===== config.mk =====
export PLATFORM = sky130hd
export DESIGN_NAME = pwm_multi
export DESIGN_NICKNAME = d
export VERILOG_FILES = /design/src/rtl/pwm_pkg.sv /design/src/rtl/pwm_regs.sv /design/src/rtl/pwm_chan.sv /design/src/rtl/pwm_multi.sv
export SDC_FILE = /design/constraint.sdc
export NUM_CORES = 1
export LEC_CHECK = 0
export BUFFER_PORTS_ARGS = -buffer_cell sky130_fd_sc_hd__buf_2
export CAP_MARGIN = 20
export CORE_ASPECT_RATIO = 1.25
export CORE_MARGIN = 3
export CORE_UTILIZATION = 54
export CTS_CLUSTER_DIAMETER = 60
export DETAILED_ROUTE_END_ITERATION = 8
export GPL_TIMING_DRIVEN = 0
export PLACE_DENSITY = 0.7
export SETUP_SLACK_MARGIN = 0.4
export SLEW_MARGIN = 40
export SYNTH_ARGS = -nofsm -noshare
export SYNTH_HDL_FRONTEND = slang
export SYNTH_SLANG_ARGS = --single-unit

===== constraint.sdc =====
create_clock -name clk -period 4.2 [get_ports clk]
set_input_delay 0.42 -clock clk [delete_from_list [all_inputs] [get_ports clk]]
set_output_delay 0.42 -clock clk [all_outputs]
set_load 0.01 [all_outputs]

===== src/rtl/pwm_pkg.sv =====
package pwm_pkg;
    localparam int unsigned PSC_W  = 14;
    localparam int unsigned CNT_W  = 16;
    localparam int unsigned CTRL_W = PSC_W + 2;

    localparam logic [3:0] OFF_CTRL = 4'h0;
    localparam logic [3:0] OFF_DUTY = 4'h4;
    localparam logic [3:0] OFF_PER  = 4'h8;

    typedef struct packed {
        logic             en;
        logic [PSC_W-1:0] psc;
        logic [CNT_W-1:0] duty;
        logic [CNT_W-1:0] per;
    } chan_cfg_t;
endpackage


===== src/rtl/pwm_regs.sv =====
module pwm_regs
    import pwm_pkg::*;
#(
    parameter int unsigned NUM_CH      = 4,
    parameter int unsigned ADDR_W      = 8,
    parameter int unsigned DATA_W      = 32,
    parameter int unsigned MASTER_ADDR = 'h3C
) (
    input  logic                         clk,
    input  logic                         rst_n,
    input  logic [ADDR_W-1:0]            bus_addr,
    input  logic                         bus_we,
    input  logic [DATA_W-1:0]            bus_wdata,
    output logic [DATA_W-1:0]            bus_rdata,
    output chan_cfg_t [NUM_CH-1:0]       cfg_o
);
    localparam int unsigned IDX_W = ADDR_W - 4;

    typedef struct packed {
        logic [NUM_CH-1:0][CTRL_W-1:0] ctrl;
        logic [NUM_CH-1:0][CNT_W-1:0]  duty;
        logic [NUM_CH-1:0][CNT_W-1:0]  per;
        logic                          master;
    } regs_t;

    regs_t             r_q, r_d;
    logic [IDX_W-1:0]  idx;
    logic [3:0]        off;
    logic [NUM_CH-1:0] ch_sel;
    logic              off_ok, ch_hit, mst_hit;
    logic              unused_wdata;

    assign unused_wdata = ^bus_wdata[DATA_W-1:CTRL_W];

    // address decode
    always_comb begin
        idx = bus_addr[ADDR_W-1:4];
        off = bus_addr[3:0];
        for (int c = 0; c < NUM_CH; c++) begin
            ch_sel[c] = (idx == IDX_W'(c));
        end
        off_ok  = (off == OFF_CTRL) || (off == OFF_DUTY) || (off == OFF_PER);
        ch_hit  = (|ch_sel) && off_ok;
        mst_hit = (bus_addr == ADDR_W'(MASTER_ADDR));
    end

    // next register state and read mux
    always_comb begin
        r_d       = r_q;
        bus_rdata = '0;
        for (int c = 0; c < NUM_CH; c++) begin
            if (ch_sel[c] && off_ok) begin
                if (off == OFF_CTRL) begin
                    bus_rdata = DATA_W'(r_q.ctrl[c]);
                    if (bus_we) r_d.ctrl[c] = bus_wdata[CTRL_W-1:0];
                end else if (off == OFF_DUTY) begin
                    bus_rdata = DATA_W'(r_q.duty[c]);
                    if (bus_we) r_d.duty[c] = bus_wdata[CNT_W-1:0];
                end else begin
                    bus_rdata = DATA_W'(r_q.per[c]);
                    if (bus_we) r_d.per[c] = bus_wdata[CNT_W-1:0];
                end
            end
        end
        if (mst_hit) begin
            bus_rdata = DATA_W'(r_q.master);
            if (bus_we) r_d.master = bus_wdata[0];
        end
    end

    always_ff @(posedge clk or negedge rst_n) begin
        if (!rst_n) r_q <= '0;
        else        r_q <= r_d;
    end

    for (genvar g = 0; g < NUM_CH; g++) begin : g_cfg
        assign cfg_o[g].en   = r_q.ctrl[g][0] & r_q.master;
        assign cfg_o[g].psc  = r_q.ctrl[g][CTRL_W-1:2];
        assign cfg_o[g].duty = r_q.duty[g];
        assign cfg_o[g].per  = r_q.per[g];
    end


    unmapped_wr_chk: assert property (@(posedge clk) disable iff (!rst_n)
        (bus_we && !ch_hit && !mst_hit) |=> $stable(r_q));


    unmapped_rd_chk: assert property (@(posedge clk) disable iff (!rst_n)
        (!ch_hit && !mst_hit) |-> (bus_rdata == '0));


    master_wr_chk: assert property (@(posedge clk) disable iff (!rst_n)
        (bus_we && mst_hit) |=> (r_q.master == $past(bus_wdata[0])));
endmodule


===== src/rtl/pwm_chan.sv =====
module pwm_chan
    import pwm_pkg::*;
(
    input  logic      clk,
    input  logic      rst_n,
    input  chan_cfg_t cfg_i,
    output logic      pwm_o
);
    typedef struct packed {
        logic             live;
        logic [PSC_W-1:0] psc_lim;
        logic [PSC_W-1:0] psc_cnt;
        logic [CNT_W-1:0] last;
        logic [CNT_W-1:0] duty;
        logic [CNT_W-1:0] pos;
        logic             out;
    } st_t;

    st_t              s_q, s_d;
    logic             tick, wrap;
    logic [CNT_W-1:0] last_new;

    always_comb begin
        // a period count of zero behaves as one
        last_new = (cfg_i.per == '0) ? '0 : cfg_i.per - CNT_W'(1);
        tick     = (s_q.psc_cnt == s_q.psc_lim);
        wrap     = tick && (s_q.pos == s_q.last);
        s_d      = s_q;
        if (!cfg_i.en) begin
            s_d = '0;
        end else if (!s_q.live || wrap) begin
            s_d.live    = 1'b1;
            s_d.psc_lim = cfg_i.psc;
            s_d.psc_cnt = '0;
            s_d.last    = last_new;
            s_d.duty    = cfg_i.duty;
            s_d.pos     = '0;
        end else if (tick) begin
            s_d.psc_cnt = '0;
            s_d.pos     = s_q.pos + CNT_W'(1);
        end else begin
            s_d.psc_cnt = s_q.psc_cnt + PSC_W'(1);
        end
        s_d.out = s_d.live && (s_d.pos < s_d.duty);
    end

    always_ff @(posedge clk or negedge rst_n) begin
        if (!rst_n) s_q <= '0;
        else        s_q <= s_d;
    end

    assign pwm_o = s_q.out;


    off_low_chk: assert property (@(posedge clk) disable iff (!rst_n)
        !cfg_i.en |=> (!pwm_o && !s_q.live && s_q.pos == '0));


    pos_bound_chk: assert property (@(posedge clk) disable iff (!rst_n)
        s_q.live |-> (s_q.pos <= s_q.last && s_q.psc_cnt <= s_q.psc_lim));


    shadow_hold_chk: assert property (@(posedge clk) disable iff (!rst_n)
        (s_q.live && cfg_i.en && !wrap) |=> ($stable(s_q.duty) && $stable(s_q.last)
                                              && $stable(s_q.psc_lim)));


    full_high_chk: assert property (@(posedge clk) disable iff (!rst_n)
        (s_q.live && cfg_i.en && !wrap && s_q.duty > s_q.last) |=> pwm_o);
endmodule


===== src/rtl/pwm_multi.sv =====
module pwm_multi
    import pwm_pkg::*;
#(
    parameter int unsigned NUM_CH      = 4,
    parameter int unsigned ADDR_W      = 8,
    parameter int unsigned DATA_W      = 32,
    parameter int unsigned MASTER_ADDR = 'h3C
) (
    input  logic              clk,
    input  logic              rst_n,
    input  logic [ADDR_W-1:0] bus_addr,
    input  logic              bus_we,
    input  logic [DATA_W-1:0] bus_wdata,
    output logic [DATA_W-1:0] bus_rdata,
    output logic [NUM_CH-1:0] pwm_o
);
    chan_cfg_t [NUM_CH-1:0] cfg;

    pwm_regs #(
        .NUM_CH      (NUM_CH),
        .ADDR_W      (ADDR_W),
        .DATA_W      (DATA_W),
        .MASTER_ADDR (MASTER_ADDR)
    ) u_regs (
        .clk       (clk),
        .rst_n     (rst_n),
        .bus_addr  (bus_addr),
        .bus_we    (bus_we),
        .bus_wdata (bus_wdata),
        .bus_rdata (bus_rdata),
        .cfg_o     (cfg)
    );

    for (genvar g = 0; g < NUM_CH; g++) begin : g_ch
        pwm_chan u_chan (
            .clk   (clk),
            .rst_n (rst_n),
            .cfg_i (cfg[g]),
            .pwm_o (pwm_o[g])
        );
    end
endmodule


Word-level counts from Yosys, hierarchy flattened
Index checks and enable logic that the tools add are counted.
{ "word_totals": {"regBits": 505, "wordCells": 167, "out_inout_bits": 36, "in_bits": 43} }
{ "classes": {"n_reduce_logical": 41, "addsub": 12, "magnitude_cmp": 4, "n_eq_ne": 18, "n_mux": 45, "bitwise_logic": 6} }
{ "op_table": {"columns": ["cell", "count"], "rows": [
  ["$mux W32", 13],
  ["$mux W77", 4],
  ["$mux W16", 16],
  ["$mux W14", 8],
  ["$add A16 B1 Y16 const B", 4],
  ["$eq A16 B16 Y1", 4],
  ["$logic_not A16 Y1", 4],
  ["$lt A16 B16 Y1", 4],
  ["$sub A16 B1 Y16 const B", 4],
  ["$mux W15", 4],
  ["$add A14 B1 Y14 const B", 4],
  ["$eq A14 B14 Y1", 4],
  ["$reduce_and A4 Y1", 8],
  ["$logic_and A1 B1 Y1", 12],
  ["$reduce_and A3 Y1", 4],
  ["$eq A4 B2 Y1 const B", 2],
  ["$eq A8 B6 Y1 const B", 1],
  ["$logic_not A4 Y1", 2],
  ["$ne A2 B2 Y1 const B", 4],
  ["$logic_or A1 B1 Y1", 6],
  ["$and A1 B1 Y1", 4],
  ["$eq A4 B1 Y1 const B", 1],
  ["$eq A4 B3 Y1 const B", 1],
  ["$eq A4 B4 Y1 const B", 1],
  ["3 further kinds", 7]
]} }

Longest topological paths before layout
Gate-level depths: netlist of run 1.
{ "depth": {"depth_word": 9, "depth_mapped": 17, "mapped_depth_nobuf": 13} }

Cells and area by module
A second synthesis of run 1 with hierarchy kept.
{ "unflattened": {"hier_cells": 2553, "hier_area_um2": 28267.1} }
{ "modules_own_cells": {"columns": ["mod", "area_per_inst_um2", "instances", "cells_each", "seq_area_each_um2"], "rows": [
  ["pwm_regs", 10846.7, 1, 926, 4829.6],
  ["pwm_chan (g_ch[1].u_chan ...)", 4292.9, 2, 401, 1951.9],
  ["pwm_chan (g_ch[0].u_chan)", 4479.3, 1, 417, 1951.9],
  ["pwm_chan (g_ch[3].u_chan)", 4355.4, 1, 408, 1951.9]
]} }

Least setup slack after synthesis of run 1
OpenSTA, ideal clock, no wires.
{ "synth_path": {"path_kind": "reg2reg", "from": "register g_ch[0].u_chan.s_q[55] in the netlist's numbering", "to": "register g_ch[0].u_chan.s_q (netlist bit g_ch[0].u_chan.pwm_o)", "period_less_slack_ns": 3.644, "slack_ns": 0.556, "n_path_buf": 2, "stages_incl_launch_ff": 16, "setup_time_ns": 0.078, "required_time_ns": 4.122, "arrival_time_ns": 3.567, "path_cell_list": "dfrtp_1 > clkbuf_1 > xnor2_1 > nand4_1 > nor4_2 > nand2_1 > a21oi_1 > clkbuf_1 > a22oi_1 > ha_1 > a21o_1 > a221o_1 > o221a_2 > o21a_1 > o41a_1 > a21oi_1"} }
{ "synth_rtl": {"columns": ["item", "line_no", "rtl"], "rows": [
  ["start, declared", "pwm_chan.sv:19", "st_t s_q, s_d;"],
  ["start signal, assigned", "pwm_chan.sv:48", "if (!rst_n) s_q <= '0;"],
  ["start signal, assigned", "pwm_chan.sv:49", "else s_q <= s_d;"]
]} }

==> run summary, run 1 <==
DRC Markers -> 0
1st-iter DRT viols -> 1,377
Layout Area Growth over Synthesis -> 13.9%
Critical Path Sink Type -> flip-flop
Via count -> 19,300
RSZ-0062 raised after global routing -> false
Synth async-reset ratio -> 100%
Ant diodes -> 0
Starting density of the core -> 55.3%
Avg Vias per Cell -> 6.20
Power Dens Cells -> 369 nW/um^2
I/O Buffers -> 43
EDFF count, synth -> 0
Synth Instances -> 2,302
Setup tns final -> 0 ns
Main synth FF type -> dfrtp_1
Chip Width -> 202 um
Status -> completed
Synthesized area per cell -> 11.2 sq um
Die ar. -> 50,500 sq um
Total core area -> 46,700 sq um
Worst-Margin Slew -> 0.947 ns
Worst vdd ir -> 369 uV
Worst path top cell family by delay -> simple AND/OR/NAND/NOR gates
Critical Path Start Type -> flip-flop
Final Hold Fails -> 0
Synth Cell Area -> 25,800 sq um
Vias in the first global route -> 19,500
NumNets Final -> 2,553
Slowest-stage cell, CP -> dfrtp_1
Worst path cell trace -> xor2_1, nor4_2, nand4_1, or2_1, buf_4, and2_1, clkbuf_4, clkbuf_8, a22oi_2, ha_4, a21oi_1, o21ai_1, a211o_1, or3_4, a31oi_4
Leak -> 14.0 nW
Slew margin rel. -> 36.9%
Syn. warnings -> 0
Most frequent cells in the layout -> dfrtp_1 (497), xor2_1 (185), mux2_2 (174), nor2_1 (158), nand2_1 (136)
DRT Pass-1 Iters -> 7
Clk buf depth -> 3
Worst Path Arrival -> 4.23 ns
Kind of critical path -> reg2reg
First-pass GRT wire length -> 112,000 um
Clock Sinks -> 505
Total track usage -> 28.2%
R2R setup slack -> 0.50 ns
Final Cell Area -> 29,400 sq um
Max Fclk -> 0.270 GHz
Hold Path Class -> in2reg
Final ANT Viol Nets -> 0
Wirelength per Cell -> 23.1 um
Placement Cell Area -> 27,100 sq um
TritonCTS buffer count -> 53
Setup violators final -> 0
Post-synth cell types -> 74
Clock slew at reported path FFs -> 0.06 ns
Crit path max fanout -> 10
WL final -> 72,000 um
CP bufs+invs -> 3
Clock tree root driver cell -> clkbuf_16
CTS tree -> yes
Num ports -> 79
Area contributors post-synth -> dfrtp_1 (49%), mux2_2 (7.6%), xor2_1 (6.3%)
Total gr overflow -> 0
Die Y -> 250 um
Largest net degree at the start of global routing -> 80
Register area share after synthesis -> 49.0%
Slew Viols, Final -> 0
Worst path max stage delay -> 0.40 ns
Required time worst endpoint -> 4.72 ns
Clk_lat worst skew -> 0.62 ns
Post-synth top area share -> 49.0%
Yosys reg bits -> 505
Final Cycle Share -> 88.2%
HPWL Detailed -> 53,000 um
Clk_skew -> 0.0253 ns
H-tree levels -> 2
Most area-hungry cell type in the Yosys netlist -> dfrtp_1
# rows -> 88
Routability-driven placement congestion ratio -> 0.933
Share of cells above drive strength 1 -> 19.2%
Initial antenna violation count -> 2
Maximum capacitance violations -> 0
Commonest non-fill, non-tap cell in the layout -> dfrtp_1
Tmin final -> 3.70 ns
routing by layer:
| metal | track usage [%] | part of all wire (%) | vias to the layer above |
|---|---|---|---|
| met5 | 0 | 0.036 | - |
| met4 | 11.9 | 4.4 | 4 |
| met3 | 3.89 | 5.9 | 160 |
| met2 | 46.5 | 48 | 624 |
| met1 | 37.6 | 41 | 9808 |
| li1 | - | - | 8696 |
cells in the mapped netlist, drive strengths merged, types with 11 or more instances:
master and instances:
xnor2 77, or4 11, o21ai 33, nand4 61
a21oi 53, and3 33, o211ai 50, or3 27
nand2 137, nor4 41, a22oi 60, nor2 162
dfrtp 505, mux2i 68, xor2 185, nor3 33
inv 25, buf 46, mux2 193, o2111ai 15
nand3 39, a22o 119, and2 12, clkbuf 115
ha 72, a32o 46, o2bb2ai 16
final cells by class:
type,count,area [sq um]
plain buffers,161,827
inverters,25,93.8
well taps,630,788
multi-input cells,1626,12700
flip-flops and latches,505,12600
fillers,3743,17300
repair buffers,66,520
clock buffers,79,1620
clock inverters,18,184
power by group:
group | switching, W | internal [W]
Combinational | 0.000570 | 0.000346
Clock | 0.00201 | 0.00284
Sequential | 0.000138 | 0.00494
Total | 0.00272 | 0.00813
sequential cells by signal, summed over array words and instances, names as in the netlist:
name	cells
g_ch.u_chan.s_q	308
u_regs.cfg_o	184
u_regs.r_q	9
g_ch.u_chan.pwm_o	4
timing repair:
action / CTS / global route
resized for setup: 54 / 83
pin swaps: 8 / 29
hold buffers: 1 / 0
setup buffers: 6 / 10
endpoints found under the setup margin: 4 / 4
endpoints found under the hold margin: 55 / 0
per-stage QoR:
step | worst slack [ns] | total power (W) | cells | hold WS (ns) | utilization [%]
CTS | 0.386 | 0.0109 | 3100 | 0.0499 | 62.4
global placement | -7.32 | 0.00603 | 2990 | 0.484 | 57.6
finish | 0.496 | 0.0109 | 3110 | 0.0713 | 63.0
detailed placement | -0.276 | 0.00608 | 2996 | 0.392 | 58.0
floorplan | 0.556 | 0.00570 | 2317 | 0.124 | -
global route | 0.349 | 0.0112 | 3110 | 0.0763 | 63.0
cell families after synthesis:
group,synth area share [%]
AND/OR/NAND/NOR,11.5
multiplexers,11.1
other,0.0145
adder cells (fa/ha/maj),3.49
AO/OA/AOI/OAI,12.9
buffers and inverters,3.16
flip-flops,49.0
XOR/XNOR,8.89
worst paths after layout:
path,start,endpoint,cells after the start
max in group asynchronous,rst_n,g_ch[1].u_chan.s_q[49]$_DFF_PN0_,4
worst min-delay path,bus_wdata[13],u_regs.cfg_o[184]$_DFFE_PN0P_,2
worst max register to register,g_ch[1].u_chan.s_q[67]$_DFFE_PN0P_,g_ch[1].u_chan.pwm_o$_DFF_PN0_,15
worst max-delay path,g_ch[1].u_chan.s_q[67]$_DFFE_PN0P_,g_ch[1].u_chan.pwm_o$_DFF_PN0_,15
min in group asynchronous,rst_n,g_ch[0].u_chan.s_q[5]$_DFF_PN0_,2
worst min register to register,g_ch[2].u_chan.s_q[49]$_DFF_PN0_,g_ch[2].u_chan.s_q[49]$_DFF_PN0_,1
Power figures use the tool's default switching activity.
==> run 2, diff against run 1 <==
--- a/config.mk
+++ b/config.mk
@@ -5,6 +5,7 @@
 export SDC_FILE = /design/constraint.sdc
 export NUM_CORES = 1
 export LEC_CHECK = 0
+export ABC_AREA = 1
 export BUFFER_PORTS_ARGS = -buffer_cell sky130_fd_sc_hd__buf_2
 export CAP_MARGIN = 20
 export CORE_ASPECT_RATIO = 1.25
==> run 2 against run 1 <==
Compared with the run above: critical path depth fell by 4; synthesized cell count increased by 30%; cell count is 22% higher; combinational power fell by 1%; sequential share of layout area up 1.1 points; cell area fell by 2.5%.
==> run summary, run 2 <==
Die Y -> 249 um
Placement Cell Area -> 26,700 sq um
Clk_skew -> 0.0262 ns
Kind of critical path -> in2out
Slew Viols, Final -> 0
Via count -> 21,400
Post-synth cell types -> 56
Initial antenna violation count -> 0
Leak -> 13.9 nW
Maximum capacitance violations -> 0
HPWL Detailed -> 54,000 um
Layout Area Growth over Synthesis -> 12.5%
Worst path top cell family by delay -> compound AO/OA/AOI/OAI gates
Hold Path Class -> in2reg
RSZ-0062 raised after global routing -> false
CP bufs+invs -> 3
Most area-hungry cell type in the Yosys netlist -> dfrtp_1
Final ANT Viol Nets -> 0
Main synth FF type -> dfrtp_1
Most flops, register -> g_ch.u_chan.s_q
Power Dens Cells -> 386 nW/um^2
Num ports -> 79
Share of cells above drive strength 1 -> 8.45%
Starting density of the core -> 54.9%
Crit path max fanout -> 10
Inst Count DP -> 3,688
Largest net degree at the start of global routing -> 78
Worst Path Arrival -> 3.20 ns
Final Hold Fails -> 0
NumNets Final -> 3,230
Routability-driven placement congestion ratio -> 1.01
Critical Path Sink Type -> primary output
R2R setup slack -> 0.80 ns
Tmin final -> 3.62 ns
First-pass GRT wire length -> 115,000 um
CTS tree -> yes
Required time worst endpoint -> 3.78 ns
Clock tree root driver cell -> clkbuf_16
Max FFs per register -> 308
Final Cell Area -> 28,700 sq um
Vias in the first global route -> 21,100
Total track usage -> 29.1%
I/O Buffers -> 45
DRC Markers -> 0
Slew margin rel. -> 39.5%
Syn. warnings -> 0
Worst vdd ir -> 302 uV
Worst-Margin Slew -> 0.908 ns
# rows -> 88
Worst path max stage delay -> 0.40 ns
Most frequent cells in the layout -> nand2_1 (729), dfrtp_1 (505), inv_1 (318), o21ai_0 (312), nor2_1 (203)
Critical Path Start Type -> input pin
Max Fclk -> 0.276 GHz
Post-synth top area share -> 49.6%
Clock slew at reported path FFs -> 0.06 ns
Most frequent cell after synthesis -> nand2_1
Yosys reg bits -> 505
Synth Cell Area -> 25,500 sq um
Setup violators final -> 0
Total gr overflow -> 0
Clock Sinks -> 505
TritonCTS buffer count -> 53
Total chip power -> 0.0111 W
Commonest non-fill, non-tap cell in the layout -> nand2_1
Chip Width -> 200 um
Avg Vias per Cell -> 5.66
Clk buf depth -> 3
EDFF count, synth -> 0
Slowest-stage cell, CP -> nor4_4
Synth Instances -> 2,991
Synthesized area per cell -> 8.52 sq um
1st-iter DRT viols -> 1,881
Clk_lat worst skew -> 0.61 ns
Status -> completed
Hold slack -> 0.111 ns
DRT Pass-1 Iters -> 6
Commonest cells post-synth -> nand2_1 (729), dfrtp_1 (505), inv_1 (318), o21ai_0 (312), nor2_1 (204)
H-tree levels -> 2
Finished Layout Cells -> 3,788
WL final -> 73,300 um
Area contributors post-synth -> dfrtp_1 (50%), nand2_1 (11%), o21ai_0 (6.1%)
Final Cycle Share -> 86.2%
Synth async-reset ratio -> 100%
Die ar. -> 49,800 sq um
Total core area -> 46,400 sq um
Ant diodes -> 0
Finished Core Util -> 61.8%
Register area share after synthesis -> 49.6%
Worst path cell trace -> buf_2, nor2_2, nand2_1, nor4_4, buf_2, o21ai_0, o21ai_0, o21ai_0, a32o_1, a21oi_1, buf_2
Wirelength per Cell -> 19.3 um
run 2: cell types whose count changed in the layout (fill, tap and decap cells not counted), sizes merged, moves of 39 or more:
cell	previous run	this run
nand4	61	20
a32o	46	4
o21ai	33	323
o211ai	50	1
nor2	162	217
nand2	137	731
a22o	119	21
o22ai	1	51
mux2	193	0
nand3	39	78
mux2i	68	0
xor2	185	88
a21oi	53	101
inv	28	328
run 2: what timing repair did:
item | 4_1_cts | 5_1_grt
endpoints found under the setup margin | 0 | 7
hold endpoints to repair | 56 | 0
gates resized for setup | 0 | 5
buffers inserted | 0 | 1
hold buffers | 1 | 0
run 2: cell type report:
class                           instances  area [sq um]
Inverter                              328          1240
Timing Repair Buffer                   54           445
Clock inverter                         23           313
Multi-Input combinational cell       2031         11000
Fill cell                            3986         17700
Sequential cell                       505         12600
Clock buffer                           75          1550
Tap cell                              630           788
Buffer                                142           676
run 2: path summary, 6_finish.rpt:
kind                                             startpoint                          endpoint  cells after the start
max                                             bus_addr[1]                      bus_rdata[6]                     11
max in group asynchronous                             rst_n   g_ch[2].u_chan.s_q[9]$_DFF_PN0_                      6
min                                            bus_wdata[0]         u_regs.r_q[0]$_DFFE_PN0P_                      3
min reg2reg                   u_regs.cfg_o[103]$_DFFE_PN0P_     u_regs.cfg_o[103]$_DFFE_PN0P_                      2
max reg2reg                g_ch[1].u_chan.s_q[57]$_DFF_PN0_    g_ch[1].u_chan.pwm_o$_DFF_PN0_                     17
min in group asynchronous                             rst_n  g_ch[0].u_chan.s_q[10]$_DFF_PN0_                      2
run 2: worst reg2reg max path: stages (launching register included):
cell and delay (ns):
dfrtp_1 0.43, xor2_1 0.16, nor2_1 0.12, nand3_1 0.12
nor2_2 0.29, nand2_1 0.12, nand2_1 0.11, nor2_1 0.07
inv_1 0.19, buf_1 0.46, nor3_1 0.19, ha_1 0.35
nand2_1 0.08, o21ai_0 0.08, nand3_1 0.09, a21oi_1 0.07
a2111o_1 0.30, a21oi_1 0.12
run 2: power breakdown:
group	internal (W)	switching, W
Combinational	0.000294	0.000611
Sequential	0.00496	0.000148
Clock	0.00301	0.00203
Total	0.00826	0.00279
run 2: through the flow:
stage | worst slack [ns] | setup TNS, ns
2_1_floorplan | 1.40 | 0
3_3_place_gp | -7.43 | -3718.17
3_5_place_dp | 0.539 | 0
4_1_cts | 0.534 | 0
5_1_grt | 0.432 | 0
6_report | 0.580 | 0
run 2: per-layer routing:
metal	GRT usage (%)	part of all wire (%)
met5	0	0
met4	11.1	4.1
met3	7.67	9.0
met2	48.1	47
met1	36.8	40
run 2: cells by family (layout without fill, tap and decap cells):
| group | Yosys count | after routing | synth area share [%] |
|---|---|---|---|
| compound gates | 633 | 633 | 14.7 |
| simple gates | 1143 | 1143 | 19.0 |
| other cells | 1 | 16 | 0.0147 |
| fa+ha+maj | 72 | 72 | 3.54 |
| flops | 505 | 505 | 49.6 |
| buf+inv | 470 | 622 | 7.44 |
| xor+xnor | 167 | 167 | 5.74 |
==> run 3, diff against run 2 <==
--- a/config.mk
+++ b/config.mk
@@ -10,11 +10,11 @@
 export CAP_MARGIN = 20
 export CORE_ASPECT_RATIO = 1.25
 export CORE_MARGIN = 3
-export CORE_UTILIZATION = 54
+export CORE_UTILIZATION = 63
 export CTS_CLUSTER_DIAMETER = 60
 export DETAILED_ROUTE_END_ITERATION = 8
 export GPL_TIMING_DRIVEN = 0
-export PLACE_DENSITY = 0.7
+export PLACE_DENSITY = 0.8
 export SETUP_SLACK_MARGIN = 0.4
 export SLEW_MARGIN = 40
 export SYNTH_ARGS = -nofsm -noshare
==> constraint.sdc (replaced) <==
create_clock -name clk -period 4.2 [get_ports clk]
set_input_delay 0.42 -clock clk [delete_from_list [all_inputs] [get_ports clk]]
set_output_delay 0.42 -clock clk [all_outputs]
set_load 0.05 [all_outputs]
==> run 3 against run 2 <==
Compared with the run above: critical path depth unchanged; clock-buffer cell count decreased by 2; sequential cell count unchanged; clock skew increased by 0.0041 ns; combinational power increased by 4.6%; worst hold slack improved by 0.026 ns; cell count decreased by 3.6%; cell area decreased by 0.92%; critical path type unchanged; largest power group unchanged.
==> run summary, run 3 (synthesized netlist as in run 2, its figures left out) <==
Status -> completed
Cell-internal power -> 0.00812 W
Final Cycle Share -> 86.8%
Most frequent cells in the layout -> nand2_1 (729), dfrtp_1 (505), inv_1 (318), o21ai_0 (312), nor2_1 (203)
Clk_lat worst skew -> 0.61 ns
Clock tree root driver cell -> clkbuf_16
Via count -> 21,800
Worst path max stage delay -> 0.35 ns
Commonest non-fill, non-tap cell in the layout -> nand2_1
Total track usage -> 34.3%
TritonCTS buffer count -> 51
FF-to-FF path depth -> 19
WL final -> 72,600 um
WP depth -> 11
Max Fclk -> 0.274 GHz
Slew margin rel. -> 37.7%
Hold slack -> 0.138 ns
Comb pwr share -> 8.7%
HPWL Detailed -> 52,900 um
Sequential Power Share -> 47.0%
Worst vdd ir -> 322 uV
R2R setup slack -> 0.77 ns
CP bufs+invs -> 3
Wirelength per Cell -> 19.9 um
Chip Width -> 186 um
CTS tree -> yes
Final Hold Fails -> 0
Switching share of power -> 25.3%
I/O Buffers -> 45
Critical Path Start Type -> input pin
Clock slew at reported path FFs -> 0.06 ns
Num ports -> 79
Tmin final -> 3.65 ns
Maximum capacitance violations -> 0
Die ar. -> 42,900 sq um
Worst Path Arrival -> 3.23 ns
Starting density of the core -> 64.4%
Routability-driven placement congestion ratio -> 0.985
Worst path cell trace -> buf_2, nor2_2, nand2_1, nor4_4, buf_2, o21ai_0, o21ai_0, o21ai_0, a32o_1, a21oi_1, buf_2
Clk network pwr share -> 44.3%
Layout Area Growth over Synthesis -> 11.5%
Met3 Use GR -> 6.89%
Die Y -> 231 um
Total core area -> 39,500 sq um
1st-iter DRT viols -> 1,994
Slew Viols, Final -> 0
Met2 Use GR -> 55.5%
Clock Sinks -> 505
Required time worst endpoint -> 3.78 ns
Post-Place Setup Slack -> 0.401 ns
Critical Path Sink Type -> primary output
Worst path top cell family by delay -> compound AO/OA/AOI/OAI gates
First-pass GRT wire length -> 114,000 um
Total gr overflow -> 0
Hold Path Class -> in2reg
Clk_skew -> 0.0303 ns
Met1 Usage GRT -> 44.8%
Worst-Margin Slew -> 0.935 ns
Share of cells above drive strength 1 -> 8.22%
# rows -> 81
Layer with the highest usage -> met2
Setup violators final -> 0
CP Capture Point -> bus_rdata[5]
Vias in the first global route -> 21,400
DRC Markers -> 0
Leak -> 13.8 nW
Most flops, register -> g_ch.u_chan.s_q
Clk buf depth -> 3
Crit path max fanout -> 10
RSZ-0062 raised after global routing -> false
Kind of critical path -> in2out
Setup tns final -> 0 ns
Finished Core Util -> 71.8%
Sw Pwr -> 0.00275 W
DRT Pass-1 Iters -> 6
Initial antenna violation count -> 0
Largest net degree at the start of global routing -> 80
NumNets Final -> 3,228
CP Launch Point -> bus_addr[1]
Slowest-stage cell, CP -> nor4_4
Final ANT Viol Nets -> 0
Capture point of the worst reg-to-reg path -> g_ch[2].u_chan.pwm_o$_DFF_PN0_
Final WS setup -> 0.554 ns
R2R Path Start -> g_ch[2].u_chan.s_q[53]$_DFF_PN0_
Power Dens Cells -> 383 nW/um^2
Avg Vias per Cell -> 5.98
Max FFs per register -> 308
H-tree levels -> 2
Ant diodes -> 0
## run 3: power groups by stage
stage          registers, W  clock network [W]  logic [W]
6_report            0.00511            0.00481   0.000946
5_1_grt             0.00511            0.00504    0.00103
4_1_cts             0.00510            0.00484   0.000935
3_5_place_dp        0.00519                  0   0.000928
3_3_place_gp        0.00519                  0   0.000876
2_1_floorplan       0.00514                  0   0.000575
## run 3: tightest hold or removal path, stage by stage
cell and delay, ns:
buf_2 0.15, nand2_1 0.06, o21ai_0 0.06
## run 3: how the worst min path moves through the flow
stage / startpoint / endpoint / slack (ns) / depth (start not counted)
finish: bus_wdata[0] / u_regs.r_q[0]$_DFFE_PN0P_ / 0.14 / 3
global route: bus_wdata[0] / u_regs.r_q[0]$_DFFE_PN0P_ / 0.13 / 3
CTS: bus_wdata[0] / u_regs.r_q[0]$_DFFE_PN0P_ / 0.08 / 3
detailed placement: rst_n / g_ch[0].u_chan.s_q[6]$_DFF_PN0_ / 0.40 / 1
global placement: u_regs.cfg_o[124]$_DFFE_PN0P_ / u_regs.cfg_o[124]$_DFFE_PN0P_ / 0.47 / 2
floorplan: rst_n / g_ch[0].u_chan.pwm_o$_DFF_PN0_ / 0.12 / 0
## run 3: what timing repair did
action                                  4_1_cts  5_1_grt
endpoints found under the hold margin        58        0
resized for setup                             0        4
buffers inserted                              1        0
endpoints found under the setup margin        2        6
pin swaps                                     1        0
hold buffers                                  1        0
## run 3: final cells by class
| type | count | area [sq um] |
|---|---|---|
| clock buffer | 73 | 1510 |
| inverter | 328 | 1240 |
| multi-input combinational | 2031 | 11000 |
| sequential | 505 | 12600 |
| timing repair buffer | 54 | 445 |
| clock inverter | 19 | 259 |
| tap | 498 | 623 |
| buffer | 142 | 669 |
| fill | 3054 | 11100 |
## run 3: stage by stage
step           cells  total power, W  cell area (sq um)
4_1_cts         3650          0.0109              28400
3_5_place_dp    3556         0.00612              26600
5_1_grt         3650          0.0112              28400
3_3_place_gp    3549         0.00606              26400
2_1_floorplan   3006         0.00571              25500
6_report        3650          0.0109              28400
## run 3: metal layers
metal / routed length [um] / vias up
li1: - / 10100
met1: 28400 / 10500
met2: 34300 / 992
met3: 6180 / 227
met4: 3780 / 0
met5: 0 / -
